--- src/rtl/brcond_pkg.sv ---
package brcond_pkg;
   localparam int CODE_W = 4;
   localparam int NPAIR  = 7;
   localparam int NCODE  = 2 ** CODE_W;

   // Selector encoding; the numeric order is behaviour.
   typedef enum logic [CODE_W-1:0] {
      CND_CARRY_CLR = 4'd0,
      CND_CARRY_SET = 4'd1,
      CND_ZERO_CLR  = 4'd2,
      CND_ZERO_SET  = 4'd3,
      CND_OVF_CLR   = 4'd4,
      CND_OVF_SET   = 4'd5,
      CND_POS       = 4'd6,
      CND_NEG       = 4'd7,
      CND_ULE       = 4'd8,
      CND_UGT       = 4'd9,
      CND_SGE       = 4'd10,
      CND_SLT       = 4'd11,
      CND_SGT       = 4'd12,
      CND_SLE       = 4'd13,
      CND_ALWAYS    = 4'd14,
      CND_PFLAG     = 4'd15
   } cond_e;

   typedef struct packed {
      logic c;
      logic v;
      logic z;
      logic n;
      logic p;
   } flags_t;

   // Pair k covers codes 2k and 2k+1. A set bit means the odd code
   // is the inverse of the base term, not the term itself.
   localparam logic [NPAIR-1:0] PAIR_INV = 7'b0010000;
endpackage

--- src/rtl/brcond_terms.sv ---
module brcond_terms
   import brcond_pkg::*;
#(
   parameter int PAIRS = NPAIR
) (
   input  flags_t           f,
   output logic [PAIRS-1:0] base
);
   if (PAIRS != 7) begin : g_bad_pairs
      $error("brcond_terms: PAIRS must be 7");
   end

   logic sdiff;

   always_comb begin
      sdiff   = f.v ^ f.n;
      base    = '0;
      base[0] = f.c;
      base[1] = f.z;
      base[2] = f.v;
      base[3] = f.n;
      base[4] = f.c | f.z;
      base[5] = sdiff;
      base[6] = sdiff | f.z;
   end
endmodule

--- src/rtl/brcond_select.sv ---
module brcond_select
   import brcond_pkg::*;
#(
   parameter int PAIRS = NPAIR,
   parameter int SEL_W = CODE_W
) (
   input  flags_t           f,
   input  logic [PAIRS-1:0] base,
   input  logic [SEL_W-1:0] code,
   output logic             hit
);
   localparam int NV = 2 ** SEL_W;

   if (NV != 2 * PAIRS + 2) begin : g_bad_shape
      $error("brcond_select: selector width does not match pair count");
   end

   logic [NV-1:0] vec;

   for (genvar k = 0; k < PAIRS; k++) begin : g_pair
      assign vec[2*k+1] = base[k] ^ PAIR_INV[k];
      assign vec[2*k]   = ~vec[2*k+1];
   end
   assign vec[NV-2] = 1'b1;
   assign vec[NV-1] = f.p;

   assign hit = vec[code];

   always_comb begin
      if (cond_e'(code) == CND_ALWAYS)
         a_r8_always_true : assert (hit == 1'b1);
      if (cond_e'(code) == CND_PFLAG)
         a_r9_spare_flag : assert (hit == f.p);
      if (cond_e'(code) == CND_CARRY_SET)
         a_r1_carry : assert (hit == f.c);
      if (cond_e'(code) == CND_ULE)
         a_r5_lower_same : assert (hit == (f.c | f.z));
      if (cond_e'(code) == CND_SGT)
         a_r7_signed_gt : assert (hit == !((f.v ^ f.n) | f.z));
   end
endmodule

--- src/rtl/brcond_stage.sv ---
module brcond_stage (
   input  logic clk,
   input  logic rst_n,
   input  logic d,
   output logic q
);
   always_ff @(posedge clk) begin
      if (!rst_n) q <= 1'b0;
      else        q <= d;
   end

   a_r11_one_cycle : assert property (@(posedge clk) disable iff (!rst_n)
      $past(rst_n) |-> (q == $past(d)));
endmodule

--- src/rtl/brcond_eval.sv ---
module brcond_eval
   import brcond_pkg::*;
#(
   parameter int OUT_REG = 0
) (
   input  logic              clk,
   input  logic              rst_n,
   input  logic [CODE_W-1:0] cond_code,
   input  logic              flag_c,
   input  logic              flag_v,
   input  logic              flag_z,
   input  logic              flag_n,
   input  logic              flag_p,
   output logic              cond_true
);
   if (OUT_REG != 0 && OUT_REG != 1) begin : g_bad_outreg
      $error("brcond_eval: OUT_REG must be 0 or 1");
   end

   flags_t           fl;
   logic [NPAIR-1:0] base;
   logic             hit;

   assign fl = '{c: flag_c, v: flag_v, z: flag_z, n: flag_n, p: flag_p};

   brcond_terms #(.PAIRS(NPAIR)) u_terms (
      .f    (fl),
      .base (base)
   );

   brcond_select #(.PAIRS(NPAIR), .SEL_W(CODE_W)) u_sel (
      .f    (fl),
      .base (base),
      .code (cond_code),
      .hit  (hit)
   );

   if (OUT_REG == 1) begin : g_reg
      brcond_stage u_stage (
         .clk   (clk),
         .rst_n (rst_n),
         .d     (hit),
         .q     (cond_true)
      );

      a_r8_always_late : assert property (@(posedge clk) disable iff (!rst_n)
         ($past(rst_n) && $past(cond_code) == CND_ALWAYS) |-> cond_true);
   end else begin : g_comb
      assign cond_true = hit;

      a_r10_zero_now : assert property (@(posedge clk) disable iff (!rst_n)
         (cond_code == CND_ZERO_SET) |-> (cond_true == flag_z));
   end
endmodule

--- config.mk ---
export PLATFORM = sky130hd
export DESIGN_NAME = brcond_eval
export DESIGN_NICKNAME = d
export VERILOG_FILES = /design/src/rtl/brcond_pkg.sv /design/src/rtl/brcond_terms.sv /design/src/rtl/brcond_select.sv /design/src/rtl/brcond_stage.sv /design/src/rtl/brcond_eval.sv
export SDC_FILE = /design/constraint.sdc
export NUM_CORES = 1
export LEC_CHECK = 0
export CAP_MARGIN = 20
export CELL_PAD_IN_SITES_DETAIL_PLACEMENT = 0
export CELL_PAD_IN_SITES_GLOBAL_PLACEMENT = 1
export CORE_AREA = 8 8 45 47
export DETAILED_ROUTE_END_ITERATION = 7
export DIE_AREA = 0 0 53 55
export DONT_BUFFER_PORTS = 1
export PLACE_DENSITY = 0.3
export SLEW_MARGIN = 0
export SYNTH_ARGS = -nofsm -noshare
export SYNTH_HDL_FRONTEND = slang
export SYNTH_SLANG_ARGS = --single-unit
--- constraint.sdc ---
create_clock -name vclk -period 1.6
set_input_delay 0.32 -clock vclk [all_inputs]
set_output_delay 0.32 -clock vclk [all_outputs]
set_load 0.01 [all_outputs]
==> results.cfg, run 1 <==
[run_status]
outcome = finished, final reports clean

[setup_path]
cp_slowest_stage_delay_ns = 0.48
crit_slowest_cell = mux4_2
critical_path_required_ns = 1.28
cp-end-kind = primary output
cp-start-kind = primary input
critical_path.max_fanout = 4
crit_chain = mux4_2, nor2_1, a311oi_1, a21oi_2
worstSetupPathType = primary input to primary output
cp.arrival_ns = 1.20

[sta]
max_freq_mhz = 659
min_period_ns = 1.52
fin_crit_sh_pct = 94.9
finalHoldViolations = 0
rsz0062_at_grt = false
worst_pin_slew_ns = 0.345
slew_viol_final = 0
finalSetupViolations = 0
layout_setup_ws_ns = 0.0815
slew_headroom_pct = 76.7

[drt]
first_pass_iters = 4
ant_nets = 0
wl_um = 321
route.detailed.drc = 0
wl_per_cell_um = 10.7
drtIter0Drc = 4
vias = 114
post_drt_via_cell_ratio = 3.80

[pwr]
power.density_nw_per_um2 = 239
peakVddDrop_mv = 0.0581
p_total_uw = 31.7
cellLeakagePower_uw = 0.0000438

[job]
drv_cap = 0

[final_layout]
nFillCells = 153
fin_nets = 27
regArea_sq_um = 0
clock_buffers = 0
layout_commonest_cell = inv_1
areaGrowthSynthToFinish_pct = 26.2
layout-drive-gt1-share_pct = 28.6
diodes = 0
fin_cells = 30
seq_cell_count = 0

[floorplan]
die-height_um = 55
core_area_sq_um = 1380
placement_rows = 14
die_w_um = 53
pin_count = 12
dieArea_sq_um = 2920
start_util_pct = 7.59

[min_path]
min_path_cells = 1
whs_endpoint = cond_true
min_from = cond_code[0]
min_path_type = primary input to primary output

[synth]
synth-xor-area-share_pct = 8.33
avgSynthCellArea_sq_um = 8.08
syn_inst = 13
ys_types = 12
synth-simple-area-share_pct = 15.5
synth_compound_area_share_pct = 47.6
synth_mux_area_share_pct = 21.4
yosys.area_share.adder_pct = 0
syn_area_sq_um = 105
synthesis.nets = 24
synth_warnings = 0
yosysSeqAreaShare_pct = 0
synth_top_family_by_area = compound AO/OA/AOI/OAI gates

[place]
dpl.cell_count = 30
gp_congestion = 0.541
pre_cts_slack_ns = -0.0148
port_buffers = 0

[global_route]
grt_remaining_overflow = 0
antenna_found_initial = 0
grt_pass1_vias = 114
grt.total_usage_pct = 2.02
grt_pass1_wl_um = 462
grt_max_degree = 6

[clock_tree]
post-cts-setup-buffers = 0
-- synthesized netlist by cell type (all sizes together) --
cell type / number / share of area, %
a21oi: 1 / 8.3
a311oi: 1 / 8.3
a31o: 1 / 8.3
inv: 2 / 7.1
mux4: 1 / 21
nand3: 1 / 4.8
nor2: 1 / 3.6
o211ai: 1 / 7.1
o21bai: 1 / 7.1
o311ai: 1 / 8.3
or2b: 1 / 7.1
xor2: 1 / 8.3
-- worst max path at each step --
stage / startpoint / to / slack [ns] / cells past startpoint
global route: flag_v / cond_true / 0.03 / 4
global placement: flag_v / cond_true / -0.002 / 4
floorplan: flag_v / cond_true / 0.12 / 4
finish: cond_code[1] / cond_true / 0.08 / 4
detailed placement: flag_v / cond_true / -0.01 / 4
CTS: cond_code[1] / cond_true / 0.07 / 4
-- metrics by stage --
step | util [%] | hold slack, ns | setup TNS, ns | instance area [sq um]
4_1_cts | 9.58 | 0.696 | 0 | 133
6_report | 9.58 | 0.694 | 0 | 133
3_5_place_dp | 9.58 | 0.697 | -0.0148 | 133
5_1_grt | 9.58 | 0.699 | 0 | 133
3_3_place_gp | 9.58 | 0.695 | -0.00201 | 133
2_1_floorplan | - | 0.686 | 0 | 105
-- layer usage --
| metal | part of all wire [%] | GRT usage (%) | vias up |
|---|---|---|---|
| met1 | 52 | 3.79 | 48 |
| met4 | 0 | 0 | 0 |
| met3 | 26 | 1.34 | 0 |
| met5 | 0 | 0 | - |
| li1 | - | - | 56 |
| met2 | 21 | 1.37 | 10 |
-- kinds of logic after synthesis --
kind of cell	after synthesis
compound gates	6
xor+xnor	1
buf+inv	2
mux	1
simple gates	3
-- timing repair --
| item | CTS | global route |
|---|---|---|
| resized for setup | 1 | 0 |
| setup endpoints to repair | 1 | 0 |
| hold buffers | 0 | 0 |
-- worst max-delay path: cells and delay by family --
kind / cells / cell delay [ns]
mux: 1 / 0.48
simple gates: 1 / 0.13
compound gates: 2 / 0.27
-- power breakdown --
group          switching [uW]  internal, uW  leakage (uW)
sequential                  0             0             0
clock                       0             0             0
combinational            13.6          18.1     0.0000438
-- area by class of cell --
cell class                 instances  area [sq um]  area share, %
timing repair buffer               1          7.51           5.66
inverter                           2          7.51           5.66
multi-input combinational         11          97.6           73.6
tap                               16          20.0           15.1
Power figures use the tool's default switching activity.
==> inputs of run 2 (changes only) <==
Clock period 1.6 ns to 1.9 ns, I/O delays scaled along.
==> results.cfg, run 2 (synthesis gave the netlist of run 1 again) <==
[floorplan]
placement_rows = 14
start_util_pct = 7.59
dieArea_sq_um = 2920
core_area_sq_um = 1380
die-height_um = 55
die_w_um = 53
pin_count = 12

[sta]
fin_crit_sh_pct = 91.3
setup_tns_ns = 0
finalSetupViolations = 0
worst_pin_slew_ns = 0.459
finalHoldViolations = 0
rsz0062_at_grt = false
min_period_ns = 1.73
slew_headroom_pct = 69.0
max_freq_mhz = 577
slew_viol_final = 0
layout_setup_ws_ns = 0.166

[min_path]
min_path_type = primary input to primary output
min_path_cells = 1

[final_layout]
fin_cells = 29
post-route-util_pct = 9.04
fin_nets = 26
seq_cell_count = 0
areaGrowthSynthToFinish_pct = 19.0
clock_buffers = 0
regArea_sq_um = 0
diodes = 0
layout-drive-gt1-share_pct = 23.1
layout_commonest_cell = inv_1

[place]
hpwl_um = 314
port_buffers = 0
pre_cts_slack_ns = 0.164
dpl.cell_count = 29
gp_congestion = 0.541

[drt]
first_pass_iters = 4
wl_per_cell_um = 10.9
wl_um = 316
ant_nets = 0
route.detailed.drc = 0
vias = 107
post_drt_via_cell_ratio = 3.69
drtIter0Drc = 2

[setup_path]
cp.arrival_ns = 1.35
crit_chain = xor2_1, o311ai_0, a311oi_1, a21oi_2
worst-path-buf-inv = 0
cp.depth = 4
critical_path.max_fanout = 3
cp-end-kind = primary output
worstSetupPathType = primary input to primary output
crit_slowest_cell = o311ai_0
cp-start-kind = primary input
cp_slowest_stage_delay_ns = 0.42
cp_top_family = compound AO/OA/AOI/OAI gates
critical_path_required_ns = 1.52

[global_route]
grt_max_degree = 6
grt_pass1_wl_um = 524
grt.total_usage_pct = 2.24
grt_remaining_overflow = 0
antenna_found_initial = 0
grt_pass1_vias = 120

[job]
drv_cap = 0

[pwr]
p_total_uw = 23.5
power.density_nw_per_um2 = 188
peakVddDrop_mv = 0.0626
cellLeakagePower_uw = 0.0000385

[clock_tree]
hold_buffers = 0
post-cts-setup-buffers = 0
cts-resized-gates = 0

[run_status]
outcome = finished, final reports clean
## run 2: cell count changes in the layout (fill, tap and decap cells not counted), sizes merged
| cell | change |
|---|---|
| buf | -1 |
## run 2: stage by stage
stage          area, sq um  hold slack, ns
3_3_place_gp           125           0.816
2_1_floorplan          105           0.806
3_5_place_dp           125           0.816
4_1_cts                125           0.816
6_report               125           0.815
5_1_grt                125           0.819
## run 2: path summary, 6_finish.rpt
path / end / from / slack, ns
worst max-delay path: cond_true / flag_v / 0.17
worst min-delay path: cond_true / cond_code[0] / 0.82
## run 2: layout make-up
type,instances,area [sq um]
multi-input combinational,11,97.6
fill,157,1260
inverter,2,7.51
tap,16,20.0
## run 2: layer usage
metal  GRT usage (%)  part of all wire [%]  wire (um)
met5               0                     0          0
met4               0                     0          0
met3            1.60                    29         93
met2            2.34                    22         71
met1            3.48                    48        151
## run 2: where the power goes
part           internal (uW)  switching [uW]
registers                  0               0
logic                   12.5            11.0
clock network              0               0
==> inputs of run 3 (changes only) <==
Settings changed: CORE_AREA 8 8 45 47 to 5 5 42 44, DIE_AREA 0 0 53 55 to 0 0 47 49.
==> results.cfg, run 3 (synthesis gave the netlist of run 1 again) <==
[run_status]
outcome = finished, final reports clean

[final_layout]
post-route-util_pct = 8.93
layout_commonest_cell = inv_1
seq_cell_count = 0
areaGrowthSynthToFinish_pct = 19.0
fin_nets = 26
regArea_sq_um = 0
fin_cells = 29
clock_buffers = 0
layout-drive-gt1-share_pct = 23.1
fin_area_sq_um = 125
diodes = 0

[job]
drv_cap = 0

[place]
placed_cell_area_sq_um = 125
gp_congestion = 0.631
port_buffers = 0
dpl.cell_count = 29
hpwl_um = 282

[clock_tree]
hold_buffers = 0
post-cts-setup-buffers = 0
cts-resized-gates = 0

[floorplan]
placement_rows = 14
dieArea_sq_um = 2300
pin_count = 12
die-height_um = 49
die_w_um = 47
core_area_sq_um = 1400
start_util_pct = 7.50

[setup_path]
cp.arrival_ns = 1.35
cp-end-kind = primary output
critical_path_required_ns = 1.52
worstSetupPathType = primary input to primary output
cp-start-kind = primary input
critical_path.max_fanout = 3

[min_path]
whs_endpoint = cond_true
min_path_cells = 1
min_from = cond_code[0]
min_path_type = primary input to primary output

[global_route]
busiest_layer = met1
grtUsageMet1_pct = 3.28
grt_remaining_overflow = 0
grt.total_usage_pct = 2.25
use_met3_pct = 2.95
antenna_found_initial = 0
grt_pass1_wl_um = 434
use_met2_pct = 2.04
grt_max_degree = 6
grt_pass1_vias = 107

[drt]
wl_per_cell_um = 10.1
route.detailed.drc = 0
vias = 105
wl_um = 294
post_drt_via_cell_ratio = 3.62
drtIter0Drc = 0
first_pass_iters = 1
ant_nets = 0

[pwr]
p_total_uw = 23.1
switching_power_uw = 10.6
intPower_uw = 12.5
p_seq_share_pct = 0
peakVddDrop_mv = 0.0625
combPwrFrac_pct = 100.0
power.density_nw_per_um2 = 185
pwr-share-clk_pct = 0
switching_share_pct = 46.0
cellLeakagePower_uw = 0.0000385

[sta]
min_period_ns = 1.73
max_freq_mhz = 577
rsz0062_at_grt = false
setup_tns_ns = 0
finalSetupViolations = 0
finalHoldViolations = 0
slew_headroom_pct = 68.8
fin_crit_sh_pct = 91.2
slew_viol_final = 0
worst_pin_slew_ns = 0.462
[run 3: critical path, stage by stage]
cell	delay [ns]
xor2_1	0.16
o311ai_0	0.42
a311oi_1	0.19
a21oi_2	0.20
[run 3: metal layers]
| metal | part of all wire, % | up-vias |
|---|---|---|
| li1 | - | 53 |
| met1 | 41 | 42 |
| met2 | 22 | 10 |
| met3 | 37 | 0 |
| met4 | 0 | 0 |
| met5 | 0 | - |
[run 3: per-stage QoR]
stage	hold WS (ns)	worst slack, ns
floorplan	0.806	0.297
global placement	0.814	0.163
detailed placement	0.814	0.167
CTS	0.814	0.161
global route	0.818	0.109
finish	0.811	0.168
[run 3: how the worst max path moves through the flow]
| stage | startpoint | endpoint | slack (ns) | depth (start not counted) |
|---|---|---|---|---|
| 2_1_floorplan | flag_v | cond_true | 0.30 | 4 |
| 3_3_place_gp | flag_v | cond_true | 0.16 | 4 |
| 3_5_place_dp | flag_v | cond_true | 0.17 | 4 |
| 4_1_cts | flag_v | cond_true | 0.16 | 4 |
| 5_1_grt | flag_v | cond_true | 0.11 | 4 |
| 6_report | flag_v | cond_true | 0.17 | 4 |
[run 3: layout make-up]
type	count	area (sq um)
multi-input cells	11	97.6
inverters	2	7.51
well taps	16	20.0
fillers	170	1280
[run 3: power by group through the flow]
| stage | Combinational (uW) | Clock (uW) | Sequential, uW |
|---|---|---|---|
| global placement | 22.8 | 0 | 0 |
| CTS | 23.4 | 0 | 0 |
| global route | 25.3 | 0 | 0 |
| detailed placement | 23.3 | 0 | 0 |
| finish | 23.1 | 0 | 0 |
| floorplan | 20.4 | 0 | 0 |
